**src/rtl/spi_chan_pkg.sv**
```systemverilog
package spi_chan_pkg;
  localparam int ADDR_W = 8;
  localparam int STAT_W = 6;
  localparam int IEN_W  = 5;

  localparam logic [ADDR_W-1:0] OFS_CFG  = 8'h00;
  localparam logic [ADDR_W-1:0] OFS_DIV  = 8'h04;
  localparam logic [ADDR_W-1:0] OFS_CMD  = 8'h08;
  localparam logic [ADDR_W-1:0] OFS_STAT = 8'h0C;
  localparam logic [ADDR_W-1:0] OFS_IEN  = 8'h10;
  localparam logic [ADDR_W-1:0] OFS_THR  = 8'h14;
  localparam logic [ADDR_W-1:0] OFS_CNT  = 8'h18;
  localparam logic [ADDR_W-1:0] OFS_TXD  = 8'h1C;
  localparam logic [ADDR_W-1:0] OFS_RXD  = 8'h20;

  localparam int SB_PEND = 0;
  localparam int SB_DONE = 1;
  localparam int SB_TXTH = 2;
  localparam int SB_RXTH = 3;
  localparam int SB_TXUF = 4;
  localparam int SB_RXOF = 5;

  // enable bit k guards status bit k+1
  function automatic logic irq_calc(logic [STAT_W-1:0] st, logic [IEN_W-1:0] en);
    return |(st[STAT_W-1:1] & en);
  endfunction

  function automatic logic [31:0] pack_counts(logic [3:0] txc, logic [3:0] rxc);
    return {24'd0, txc, rxc};
  endfunction

  function automatic logic rx_level_hit(logic [3:0] occ, logic [3:0] lvl);
    return occ >= lvl;
  endfunction

  function automatic logic tx_level_hit(logic [3:0] occ, logic [3:0] lvl);
    return occ <= lvl;
  endfunction
endpackage

```
**src/rtl/spi_word_fifo.sv**
```systemverilog
module spi_word_fifo #(
  parameter int W     = 32,
  parameter int DEPTH = 8
) (
  input  logic                         clk,
  input  logic                         rst_n,
  input  logic                         push_i,
  input  logic [W-1:0]                 pdata_i,
  input  logic                         pop_i,
  output logic [W-1:0]                 head_o,
  output logic [$clog2(DEPTH+1)-1:0]   count_o,
  output logic                         full_o,
  output logic                         empty_o
);
  localparam int PW = $clog2(DEPTH);
  localparam int CW = $clog2(DEPTH+1);

  logic [W-1:0]  mem [DEPTH];
  logic [PW-1:0] wp, rp;
  logic [CW-1:0] cnt;
  logic          push_ok, pop_ok;

  function automatic logic [PW-1:0] bump(logic [PW-1:0] p);
    return (p == PW'(DEPTH-1)) ? '0 : p + 1'b1;
  endfunction

  assign full_o  = (cnt == CW'(DEPTH));
  assign empty_o = (cnt == '0);
  assign push_ok = push_i && !full_o;
  assign pop_ok  = pop_i && !empty_o;
  assign head_o  = empty_o ? '0 : mem[rp];
  assign count_o = cnt;

  always_ff @(posedge clk) begin
    if (push_ok) mem[wp] <= pdata_i;
  end

  always_ff @(posedge clk or negedge rst_n) begin
    if (!rst_n) begin
      wp  <= '0;
      rp  <= '0;
      cnt <= '0;
    end else begin
      if (push_ok) wp <= bump(wp);
      if (pop_ok)  rp <= bump(rp);
      cnt <= cnt + CW'(push_ok) - CW'(pop_ok);
    end
  end


  fifo_bound_chk: assert property (@(posedge clk) disable iff (!rst_n)
    cnt <= CW'(DEPTH));

  full_drop_chk: assert property (@(posedge clk) disable iff (!rst_n)
    (push_i && full_o && !pop_i) |=> (cnt == CW'(DEPTH)));

  empty_pop_chk: assert property (@(posedge clk) disable iff (!rst_n)
    (pop_i && empty_o && !push_i) |=> (cnt == '0));
endmodule

```
**src/rtl/spi_evt_status.sv**
```systemverilog
module spi_evt_status
  import spi_chan_pkg::*;
(
  input  logic              clk,
  input  logic              rst_n,
  input  logic [STAT_W-1:0] set_i,
  input  logic [STAT_W-1:0] clr_i,
  output logic [STAT_W-1:0] stat_o
);
  always_ff @(posedge clk or negedge rst_n) begin
    if (!rst_n) stat_o <= '0;
    else        stat_o <= (stat_o & ~clr_i) | set_i;
  end


  w1c_clear_chk: assert property (@(posedge clk) disable iff (!rst_n)
    1'b1 |=> ((stat_o & $past(clr_i & ~set_i)) == '0));

  event_latch_chk: assert property (@(posedge clk) disable iff (!rst_n)
    1'b1 |=> ((stat_o & $past(set_i)) == $past(set_i)));
endmodule

```
**src/rtl/spi_chan_regs.sv**
```systemverilog
module spi_chan_regs
  import spi_chan_pkg::*;
#(
  parameter int DATA_W  = 32,
  parameter int DEPTH   = 8,
  parameter int DIV_W   = 16,
  parameter int DIV_RST = 4
) (
  input  logic              clk,
  input  logic              rst_n,
  input  logic              bus_wr_i,
  input  logic              bus_rd_i,
  input  logic [ADDR_W-1:0] bus_addr_i,
  input  logic [DATA_W-1:0] bus_wdata_i,
  output logic [DATA_W-1:0] bus_rdata_o,
  output logic [DATA_W-1:0] cfg_o,
  output logic [DIV_W-1:0]  div_o,
  output logic [DATA_W-1:0] cmd_o,
  output logic              cmd_start_o,
  output logic [DATA_W-1:0] tx_word_o,
  output logic              tx_valid_o,
  input  logic              tx_ready_i,
  input  logic [DATA_W-1:0] rx_word_i,
  input  logic              rx_valid_i,
  input  logic              xfer_done_i,
  input  logic              tx_uflow_i,
  output logic              irq_o
);
  localparam int CW = $clog2(DEPTH+1);

  logic [IEN_W-1:0]  ien_q;
  logic [7:0]        thr_q;
  logic [STAT_W-1:0] stat, st_set, st_clr;
  logic [CW-1:0]     tx_cnt, rx_cnt;
  logic              tx_full, tx_empty, rx_full, rx_empty;
  logic [DATA_W-1:0] rx_head;
  logic              wr_txd, rd_rxd, wr_stat;
  logic              rx_cond, tx_cond, rx_cond_q, tx_cond_q;
  logic              rx_th_evt, tx_th_evt, rx_of_evt;

  assign wr_txd      = bus_wr_i && (bus_addr_i == OFS_TXD);
  assign rd_rxd      = bus_rd_i && (bus_addr_i == OFS_RXD);
  assign wr_stat     = bus_wr_i && (bus_addr_i == OFS_STAT);
  assign cmd_start_o = bus_wr_i && (bus_addr_i == OFS_CMD);

  always_ff @(posedge clk or negedge rst_n) begin
    if (!rst_n) begin
      cfg_o <= '0;
      div_o <= DIV_W'(DIV_RST);
      cmd_o <= '0;
      ien_q <= '0;
      thr_q <= '0;
    end else if (bus_wr_i) begin
      case (bus_addr_i)
        OFS_CFG: cfg_o <= bus_wdata_i;
        OFS_DIV: div_o <= bus_wdata_i[DIV_W-1:0];
        OFS_CMD: cmd_o <= bus_wdata_i;
        OFS_IEN: ien_q <= bus_wdata_i[IEN_W-1:0];
        OFS_THR: thr_q <= bus_wdata_i[7:0];
        default: ;
      endcase
    end
  end

  spi_word_fifo #(.W(DATA_W), .DEPTH(DEPTH)) tx_fifo_i (
    .clk(clk), .rst_n(rst_n),
    .push_i(wr_txd), .pdata_i(bus_wdata_i),
    .pop_i(tx_ready_i), .head_o(tx_word_o),
    .count_o(tx_cnt), .full_o(tx_full), .empty_o(tx_empty)
  );

  spi_word_fifo #(.W(DATA_W), .DEPTH(DEPTH)) rx_fifo_i (
    .clk(clk), .rst_n(rst_n),
    .push_i(rx_valid_i), .pdata_i(rx_word_i),
    .pop_i(rd_rxd), .head_o(rx_head),
    .count_o(rx_cnt), .full_o(rx_full), .empty_o(rx_empty)
  );

  assign tx_valid_o = !tx_empty;

  // threshold events fire on the crossing, not on the level
  assign rx_cond = rx_level_hit(4'(rx_cnt), thr_q[3:0]);
  assign tx_cond = tx_level_hit(4'(tx_cnt), thr_q[7:4]);

  always_ff @(posedge clk or negedge rst_n) begin
    if (!rst_n) begin
      rx_cond_q <= 1'b1;
      tx_cond_q <= 1'b1;
    end else begin
      rx_cond_q <= rx_cond;
      tx_cond_q <= tx_cond;
    end
  end

  assign rx_th_evt = rx_cond && !rx_cond_q;
  assign tx_th_evt = tx_cond && !tx_cond_q;
  assign rx_of_evt = rx_valid_i && rx_full;

  always_comb begin
    st_set          = '0;
    st_set[SB_PEND] = cmd_start_o;
    st_set[SB_DONE] = xfer_done_i;
    st_set[SB_TXTH] = tx_th_evt;
    st_set[SB_RXTH] = rx_th_evt;
    st_set[SB_TXUF] = tx_uflow_i;
    st_set[SB_RXOF] = rx_of_evt;
    st_clr          = wr_stat ? bus_wdata_i[STAT_W-1:0] : '0;
    st_clr[SB_PEND] = st_clr[SB_PEND] | xfer_done_i;
  end

  spi_evt_status stat_i (
    .clk(clk), .rst_n(rst_n), .set_i(st_set), .clr_i(st_clr), .stat_o(stat)
  );

  assign irq_o = irq_calc(stat, ien_q);

  always_comb begin
    case (bus_addr_i)
      OFS_CFG:  bus_rdata_o = cfg_o;
      OFS_DIV:  bus_rdata_o = DATA_W'(div_o);
      OFS_CMD:  bus_rdata_o = cmd_o;
      OFS_STAT: bus_rdata_o = DATA_W'(stat);
      OFS_IEN:  bus_rdata_o = DATA_W'(ien_q);
      OFS_THR:  bus_rdata_o = DATA_W'(thr_q);
      OFS_CNT:  bus_rdata_o = DATA_W'(pack_counts(4'(tx_cnt), 4'(rx_cnt)));
      OFS_RXD:  bus_rdata_o = rx_head;
      default:  bus_rdata_o = '0;
    endcase
  end


  irq_masked_chk: assert property (@(posedge clk) disable iff (!rst_n)
    (ien_q == '0) |-> !irq_o);

  rx_overflow_chk: assert property (@(posedge clk) disable iff (!rst_n)
    (rx_valid_i && rx_full) |=> stat[SB_RXOF]);

  tx_valid_chk: assert property (@(posedge clk) disable iff (!rst_n)
    (tx_valid_o && tx_ready_i && (tx_cnt == CW'(1)) && !wr_txd) |=> !tx_valid_o);

  pend_clear_chk: assert property (@(posedge clk) disable iff (!rst_n)
    (xfer_done_i && !cmd_start_o) |=> !stat[SB_PEND]);
endmodule

```
**config.mk**
```make
export PLATFORM = sky130hd
export DESIGN_NAME = spi_chan_regs
export DESIGN_NICKNAME = d
export VERILOG_FILES = /design/src/rtl/spi_chan_pkg.sv /design/src/rtl/spi_word_fifo.sv /design/src/rtl/spi_evt_status.sv /design/src/rtl/spi_chan_regs.sv
export SDC_FILE = /design/constraint.sdc
export NUM_CORES = 1
export LEC_CHECK = 0
export ABC_AREA = 1
export BUFFER_PORTS_ARGS = -buffer_cell sky130_fd_sc_hd__buf_2
export CAP_MARGIN = 20
export CORE_MARGIN = 5
export CORE_UTILIZATION = 50
export CTS_BUF_LIST = sky130_fd_sc_hd__clkbuf_8
export CTS_CLUSTER_DIAMETER = 40
export DETAILED_ROUTE_END_ITERATION = 8
export PLACE_DENSITY_LB_ADDON = 0.12
export SYNTH_ARGS = -nofsm -noshare
export SYNTH_HDL_FRONTEND = slang
export SYNTH_SLANG_ARGS = --single-unit
```
**constraint.sdc**
```tcl
create_clock -name clk -period 4.3 [get_ports clk]
set_input_delay 0.215 -clock clk [delete_from_list [all_inputs] [get_ports clk]]
set_output_delay 0.215 -clock clk [all_outputs]
set_load 0.01 [all_outputs]
```
== Word level (Yosys, flattened, before mapping) ==
Memories as Yosys holds them, arrays and structs flattened.
Index checks and enable logic that the tools add are counted.

* Bits of input ports: 80
* Memories: 2
* Bits in writable memories: 512
* Logic and storage cells: 83
* Flip-flop bits (word level): 121

* Muxes and demuxes: 12
* Add/subtract/negate cells: 8
* Reduce and logical (&&, ||, !) cells: 26
* Order comparisons: 2
* Bitwise gates (word level): 5
* Eq/ne operators: 14

{| class="wikitable"
|+ Memory list
! memory !! depth !! width !! read ports !! clocked after Yosys merged registers in !! write ports !! RTL line !! source
|-
| rx_fifo_i.mem || 8 || 32 || 1 || 0 || 1 || spi_word_fifo.sv:18 || <nowiki>logic [W-1:0] mem [DEPTH];</nowiki>
|-
| tx_fifo_i.mem || 8 || 32 || 1 || 0 || 1 || spi_word_fifo.sv:18 ||
|}

{| class="wikitable"
|+ Operators with widths
! cell !! number
|-
| one-hot mux 32 bit (8 select lines) || 1
|-
| two-way mux 32 bit || 2
|-
| equality test 8 x 5 -> 1 bit, second input constant || 4
|-
| equality test 8 x 4 -> 1 bit, second input constant || 2
|-
| adder 3 x 1 -> 3 bit, second input constant || 4
|-
| equality test 3 bit, second input constant || 4
|-
| two-way mux 3 bit || 4
|-
| logical AND 1 bit || 11
|-
| AND reduction 2 bit || 5
|-
| adder 4 x 1 -> 4 bit || 2
|-
| equality test 4 bit, second input constant || 2
|-
| equality test 8 x 3 -> 1 bit, second input constant || 1
|-
| equality test 8 x 6 -> 1 bit, second input constant || 1
|-
| zero test 4 bit || 2
|-
| zero test 8 bit || 1
|-
| subtractor 4 x 1 -> 4 bit || 2
|-
| AND 6 bit || 1
|-
| zero test 1 bit || 6
|-
| two-way mux 6 bit || 1
|-
| NOT 6 bit || 1
|-
| OR 6 bit || 1
|-
| AND 5 bit || 1
|-
| OR reduction 5 bit || 1
|-
| greater-or-equal comparator 4 bit || 1
|-
| other kinds (3) || 6
|}

== Longest topological paths before layout ==
Gate-level depths: netlist (run 1).

* Depth after elaboration: 7
* Depth in mapped cells: 11

== Hierarchy ==
A second synthesis (run 1) with hierarchy kept.

* Cells, all modules: 3,056
* Area, all modules: 28,815.1 µm²

{| class="wikitable"
|+ Modules (own cells, without submodules)
! module !! area an instance (µm²) !! instances !! cells each
|-
| spi_word_fifo || 11,761.3 || 2 || 1,184
|-
| spi_chan_regs || 5,052.3 || 1 || 658
|-
| spi_evt_status || 240.2 || 1 || 30
|}

== Worst setup path after synthesis (run 1) ==
No wires, ideal clock.

* Kind: flip-flop to flip-flop
* Start: register tx_fifo_i.cnt[2], in the netlist tx_fifo_i.count_o[2]
* End: memory tx_fifo_i.mem[2][0] (enable)
* Path slack: 0.616 ns
* Clock period less this slack: 3.684 ns
* Arrival: 3.223 ns
* Data required time: 3.839 ns
* Cell stages (with the launch flop): 8
* Path buffers: 0
* Library setup time: 0.461 ns
* Cell sequence: dfrtp_1 inv_1 ha_1 nand3_1 inv_1 nor2_1 nand3b_1 nor3_1

* Longest elaborated chain between the ends: 5

{| class="wikitable"
|+ Ends and longest elaborated chain
! element !! RTL line !! source
|-
| start, declared || spi_word_fifo.sv:20 || <nowiki>logic [CW-1:0] cnt;</nowiki>
|-
| start signal, assigned || spi_word_fifo.sv:46 || <nowiki>cnt <= cnt + CW'(push_ok) - CW'(pop_ok);</nowiki>
|-
| equality test 4 bit || spi_word_fifo.sv:27 || <nowiki>assign full_o = (cnt == CW'(DEPTH));</nowiki>
|-
| zero test 1 bit || spi_word_fifo.sv:29 || <nowiki>assign push_ok = push_i && !full_o;</nowiki>
|-
| logical AND 1 bit || spi_word_fifo.sv:29 ||
|-
| two-way mux 1 bit || spi_word_fifo.sv:35 || <nowiki>if (push_ok) mem[wp] <= pdata_i;</nowiki>
|-
| two-way mux 1 bit (implied by the code) || spi_word_fifo.sv:35 ||
|-
| end, declared || spi_word_fifo.sv:18 ||
|}

No other way between the ends.

== Worst setup path in the final report (run 1) ==
* Start: register rx_fifo_i.rp[0]
* End: output port bus_rdata_o[14]

* Longest elaborated chain between the ends: 3

{| class="wikitable"
|+ Ends and longest elaborated chain
! element !! RTL line !! source
|-
| start, declared || spi_word_fifo.sv:19 || <nowiki>logic [PW-1:0] wp, rp;</nowiki>
|-
| start signal, assigned || spi_word_fifo.sv:45 || <nowiki>if (pop_ok) rp <= bump(rp);</nowiki>
|-
| memory read (8 x 32 bit) || n/a ||
|-
| two-way mux 32 bit || spi_word_fifo.sv:31 || <nowiki>assign head_o = empty_o ? '0 : mem[rp];</nowiki>
|-
| one-hot mux 32 bit (8 select lines) || spi_chan_regs.sv:118 || <nowiki>case (bus_addr_i)</nowiki>
|-
| end, declared || spi_chan_regs.sv:15 || <nowiki>output logic [DATA_W-1:0] bus_rdata_o,</nowiki>
|}

No other way between the ends.

==> summary.txt, run 1 <==
Timing
  • Endpoints failing hold: 0
  • Slew Viols, Final: 0
  • Crit share post-route: 81.7%
  • Max Freq: 0.285 GHz
  • Slew at the pin with the worst max-slew slack: 1000 ps
  • RSZ-0062 raised after global routing: no
  • Final setup TNS: 0 ps
  • # setup viols final: 0
  • Final min period: 3510 ps
  • Final Skew: 35.3 ps
  • Worst rel slew slack: 32.8%

Clock tree
  • CTS tree: done
  • CTS root buf: clkbuf_8
  • Worst-skew pair later-pin latency: 690 ps
  • Clock-pin slew on the worst setup and hold paths: 60 ps
  • CTS buffer count: 106
  • Clock Sinks: 633
  • CTS resizes: 0
  • CTS Buffer Depth: 3
  • # H-tree levels: 3

Critical path
  • Startpoint types: register
  • CP most frequent cell: nand3_1
  • Critical path capture point type: output pin
  • Reg2reg start: rx_fifo_i.count_o[2]$_DFF_PN0_
  • CP Max Fanout: 88
  • Slowest Stage Delay on Critical Path: 720 ps
  • Reg2reg end: rx_fifo_i.mem[1][1]$_DFFE_PP_
  • Worst reg2reg path depth: 8
  • FF-to-FF setup slack: 1590 ps
  • CP required: 4090 ps
  • Worst-path cell chain: inv_2 > buf_12 > o21ai_0 > nand3_1 > nand3_1 > nand2_1 > buf_2
  • Crit-path slowest cell: dfrtp_4
  • Worst setup startpoint: rx_fifo_i.rp[0]$_DFFE_PN0P_
  • Critical Path AT: 3300 ps
  • Crit path to: bus_rdata_o[14]
  • CP Class: register to output pin

Die
  • Row count: 84
  • Die W: 240 um
  • Core area: 52600 um2
  • Die area: 57700 um2
  • Ports: 227
  • Starting Density: 50.4%
  • Die Y: 240 um

Yosys
  • Synth Area in XOR/XNOR: 0.132%
  • Adder-cell share of the synthesized area: 1.47%
  • Synthesized Nets: 2508
  • Synth unique cells: 38
  • Multiplexer area fraction after synthesis: 0%
  • Simple-gate share of the synthesized area: 15.8%
  • Synthesis Warnings: 0
  • Complex-gate fraction of the synthesized area: 8.73%
  • Synth Area per Inst: 11.0 um2
  • #FFs+latches synth: 633
  • Register area share after synthesis: 69.5%
  • Largest family of logic cells by synthesized area: simple AND/OR/NAND/NOR gates
  • Netlist area before placement: 26500 um2
  • Synth Instances: 2398

Routing
  • Final WL: 69.5 mm
  • Max layer used: met5
  • First-pass detailed-route iteration total: 6
  • Metal-1 WL: 29.3 mm
  • Average wire per standard cell: 19.9 um
  • Drt initial violations: 1661
  • Post-route ant nets: 0
  • Post-route DRC: 0
  • Via count: 18774
  • Vias per cell: 5.38
  • Met3 Routed Length: 4.64 mm
  • Met2 wire length: 33.9 mm

Global route
  • First-pass GRT wire length: 106 mm
  • Initial antenna violation count: 4
  • Gr ovfl total: 0
  • Vias in the first global route: 18244
  • Largest net degree at the start of global routing: 89
  • Total GRT Usage: 23.8%

Pwr
  • Leak: 12.6 nW
  • Worst vdd ir: 0.000368 V
  • Cell area power density: 525 nW/um2

Final layout
  • Nets: 2818
  • Finished Cell Area: 31300 um2
  • P&R area growth vs syn: 18.1%
  • Layout cells sized above 1: 17.0%
  • Fill cells: 4365

Place
  • GP Congestion: 0.884
  • # port buffers: 226
  • Final HPWL DP: 42.5 mm
  • Placed Area: 28400 um2

Status
  • Status: finished clean

Hold path
  • Hold crit path type: primary input to register

Flow run
  • Max_cap viols: 0
state kept, by name (all words and copies together), names as in the netlist:
register / cells
tx_fifo_i.rp: 3
tx_fifo_i.count_o: 4
tx_fifo_i.wp: 3
stat_i.stat_o: 6
div_o: 16
tx_cond_q: 1
rx_fifo_i.count_o: 4
ien_q: 5
tx_fifo_i.mem: 256
rx_cond_q: 1
thr_q: 8
rx_fifo_i.rp: 3
cmd_o: 32
rx_fifo_i.wp: 3
cfg_o: 32
rx_fifo_i.mem: 256
worst max-delay path, delay by kind of cell (launching register included):
kind / cells / cell delay, ps
buf+inv: 3 / 1200
flops: 1 / 720
simple gates: 3 / 450
compound gates: 1 / 150
what timing repair did:
action,CTS,global route
hold buffers,71,0
setup endpoints to repair,0,0
buffers inserted,0,0
endpoints found under the hold margin,656,0
final cells by class:
class	count	area, um2	share of cell area (%)
inverters	150	569	1.82
clock buffers	115	1580	5.06
multi-input cells	1484	7020	22.5
repair buffers	333	2260	7.22
diodes	4	10.0	0.0320
well taps	688	861	2.75
flip-flops and latches	633	18400	58.9
clock inverters	82	556	1.78
report_power, final:
group | switching, mW | internal (mW)
combinational | 2.43 | 1.21
sequential | 0.327 | 7.14
clock | 2.40 | 2.90
total | 5.16 | 11.2
per-stage QoR:
step	power (mW)	util [%]	worst slack [ps]	hold WS, ps	instances
after floorplan	9.82	-	616	-80.6	2398
after global placement	11.1	53.9	1520	359	3212
after detailed placement	11.2	54.0	1440	375	3216
after CTS	16.6	59.5	710	41.3	3484
after global routing	17.4	59.5	554	98.1	3487
final	16.4	59.5	788	88.9	3489
cell families (layout without fill, tap and decap cells):
logic type,Yosys count,count (layout)
AO/OA/AOI/OAI,425,425
other,0,4
buffers and inverters,281,680
XOR/XNOR,4,4
AND/OR/NAND/NOR,1025,1025
adder cells (fa/ha/maj),30,30
flip-flops,633,633
cell usage after synthesis, drive strengths merged:
cell	count	area share [%]
a21oi	13	0.25
a221oi	1	0.033
buf	68	1.4
clkbuf	63	0.90
dfrtp	118	11
dfstp	3	0.30
edfxtp	512	58
fa	2	0.15
ha	28	1.3
inv	150	2.1
nand2	351	5.1
nand3	177	3.3
nand3b	1	0.028
nand4	1	0.024
nor2	482	6.9
nor3	8	0.15
nor3b	3	0.085
o211ai	32	0.91
o21a	3	0.085
o21ai	343	6.7
o21bai	1	0.028
o22ai	32	0.76
or2	2	0.047
xnor2	2	0.066
xor2	2	0.066
layout by cell type (no fill, tap or decap), types with 32 or more instances in the layout:
master,netlist,final
o22ai_1,32,32
nor2_1,477,468
inv_1,147,169
nand2_1,337,337
dfrtp_1,118,113
clkbuf_8,0,115
o211ai_1,32,32
nand3_1,177,177
edfxtp_1,512,512
o21ai_0,301,301
buf_2,43,225
dlygate4sd3_1,0,71
layer usage:
metal  GRT usage [%]  vias to the layer above
li1                -                     8893
met1            33.2                     9147
met3            4.12                      111
met5               0                        -
met4            7.84                        2
met2            38.7                      621
how the worst min path moves through the flow:
stage                              from                          end  cells past startpoint
after CTS                 bus_addr_i[0]  tx_fifo_i.wp[0]$_DFFE_PN0P_                      6
after floorplan                   rst_n         cfg_o[0]$_DFFE_PN0P_                      0
after global placement            rst_n   stat_i.stat_o[0]$_DFF_PN0_                      1
after global routing      bus_addr_i[2]  tx_fifo_i.wp[0]$_DFFE_PN0P_                      5
after detailed placement          rst_n   stat_i.stat_o[0]$_DFF_PN0_                      1
final                     bus_addr_i[0]  tx_fifo_i.wp[0]$_DFFE_PN0P_                      6
(Power assumes the default switching activity.)
==> run 2: changes to the inputs <==
==> constraint.sdc (replaced) <==
create_clock -name clk -period 2.88 [get_ports clk]
set_input_delay 0.144 -clock clk [delete_from_list [all_inputs] [get_ports clk]]
set_output_delay 0.144 -clock clk [all_outputs]
set_load 0.01 [all_outputs]
==> summary.txt, run 2 (synthesis gave the netlist of run 1 again) <==
Timing
  • Slew at the pin with the worst max-slew slack: 837 ps
  • RSZ-0062 raised after global routing: no
  • Endpoints failing hold: 0
  • # setup viols final: 0
  • Slew Viols, Final: 0
  • Final Skew: 16.8 ps
  • Worst rel slew slack: 44.2%
  • Hold slack: 47.0 ps
  • Crit share post-route: 93.9%
  • PnR worst setup slack: 176 ps
  • Max Freq: 0.370 GHz
  • Final min period: 2700 ps

Die
  • Die W: 240 um
  • Core area: 52600 um2
  • Ports: 227
  • Starting Density: 50.4%
  • Row count: 84
  • Die Y: 240 um
  • Die area: 57700 um2

Global route
  • First-pass GRT wire length: 107 mm
  • Total GRT Usage: 24.1%
  • Vias in the first global route: 18368
  • Largest net degree at the start of global routing: 131
  • Gr ovfl total: 0
  • Initial antenna violation count: 3

Final layout
  • Finished Cell Area: 31700 um2
  • Post-Layout Cell Count: 3521
  • Reg area: 18400 um2
  • P&R area growth vs syn: 19.8%
  • Highest-count cells in the layout ignoring fill and taps: 512 x edfxtp_1, 466 x nor2_1, 337 x nand2_1
  • Biggest regs: rx_fifo_i.mem x256, tx_fifo_i.mem x256
  • Nets: 2848
  • Footprint of the multi-input gates: 7040 um2
  • Fill cells: 4395
  • Layout cells sized above 1: 17.7%
  • Most common cell after layout, fill and taps aside: edfxtp_1

Status
  • Status: finished clean

Place
  • Placed cells: 3235
  • Setup WS pre-CTS: 518 ps
  • Final HPWL DP: 42.6 mm
  • # port buffers: 226
  • Placed Area: 28600 um2
  • GP Congestion: 0.888

Pwr
  • Worst vdd ir: 0.000538 V
  • Total power: 25.0 mW
  • Cell area power density: 787 nW/um2
  • Leak: 12.9 nW

Routing
  • Final WL: 70.8 mm
  • Average wire per standard cell: 20.1 um
  • Vias per cell: 5.42
  • Drt initial violations: 1498
  • Post-route DRC: 0
  • Post-route ant nets: 0
  • First-pass detailed-route iteration total: 7
  • Via count: 19091

Hold path
  • Hold crit path type: primary input to async pin

Clock tree
  • Clock Sinks: 633
  • CTS root buf: clkbuf_8
  • Post-CTS setup buffers: 0
  • CTS buffer count: 109
  • Clock-pin slew on the worst setup and hold paths: 50 ps
  • CTS tree: done
  • # H-tree levels: 3
  • CTS Buffer Depth: 3
  • Worst-skew pair later-pin latency: 690 ps

Flow run
  • Max_cap viols: 0

Critical path
  • CP Class: register to output pin
  • Critical path capture point type: output pin
  • CP Max Fanout: 42
  • Critical Path AT: 2560 ps
  • Startpoint types: register
  • CP required: 2740 ps
  • FF-to-FF setup slack: 510 ps
run 2: layer usage:
layer / wire length [um] / up-vias / GRT usage [%]
met3: 4660 / 112 / 5.35
met4: 1470 / 4 / 6.53
met5: 27 / - / 0
li1: - / 8955 / -
met2: 34900 / 641 / 40.0
met1: 29800 / 9379 / 32.5
run 2: critical path, stage by stage (launching register included):
cell	delay [ps]
dfrtp_2	680
inv_2	110
buf_12	220
nor2_1	130
o21ai_1	70
nand3_1	110
nand3_1	200
nand2_1	210
buf_2	160
run 2: path summary, 6_finish.rpt:
kind / startpoint / to / depth (start not counted)
min in group clk: bus_addr_i[5] / tx_fifo_i.wp[0]$_DFFE_PN0P_ / 6
max reg2reg: rx_fifo_i.count_o[2]$_DFF_PN0_ / rx_fifo_i.count_o[2]$_DFF_PN0_ / 9
min: rst_n / rx_fifo_i.count_o[0]$_DFF_PN0_ / 3
max in group asynchronous: rst_n / rx_fifo_i.rp[0]$_DFFE_PN0P_ / 3
min reg2reg: ien_q[0]$_DFFE_PN0P_ / ien_q[0]$_DFFE_PN0P_ / 2
max: rx_fifo_i.rp[1]$_DFFE_PN0P_ / bus_rdata_o[14] / 8
run 2: layout make-up:
class | count | share of cell area (%)
Timing Repair Buffer | 360 | 8.16
Clock buffer | 125 | 5.42
Tap cell | 688 | 2.71
Antenna cell | 1 | 0.00788
Multi-Input combinational cell | 1484 | 22.2
Sequential cell | 633 | 58.0
Inverter | 150 | 1.81
Clock inverter | 80 | 1.68
run 2: timing repair:
item / in CTS / in global routing
hold endpoints to repair: 733 / 0
hold buffers: 79 / 0
gates resized for setup: 0 / 11
setup endpoints to repair: 0 / 16
run 2: stage by stage:
stage,setup TNS [ps],util [%]
after detailed placement,0,54.5
after CTS,0,60.3
after global routing,0,60.4
after floorplan,-205380,-
final,0,60.4
after global placement,0,54.5
run 2: power breakdown:
part | internal [mW] | switching [mW] | total, mW
Combinational | 1.94 | 3.73 | 5.67
Clock | 4.60 | 3.62 | 8.21
Sequential | 10.7 | 0.435 | 11.1
Total | 17.2 | 7.78 | 25.0
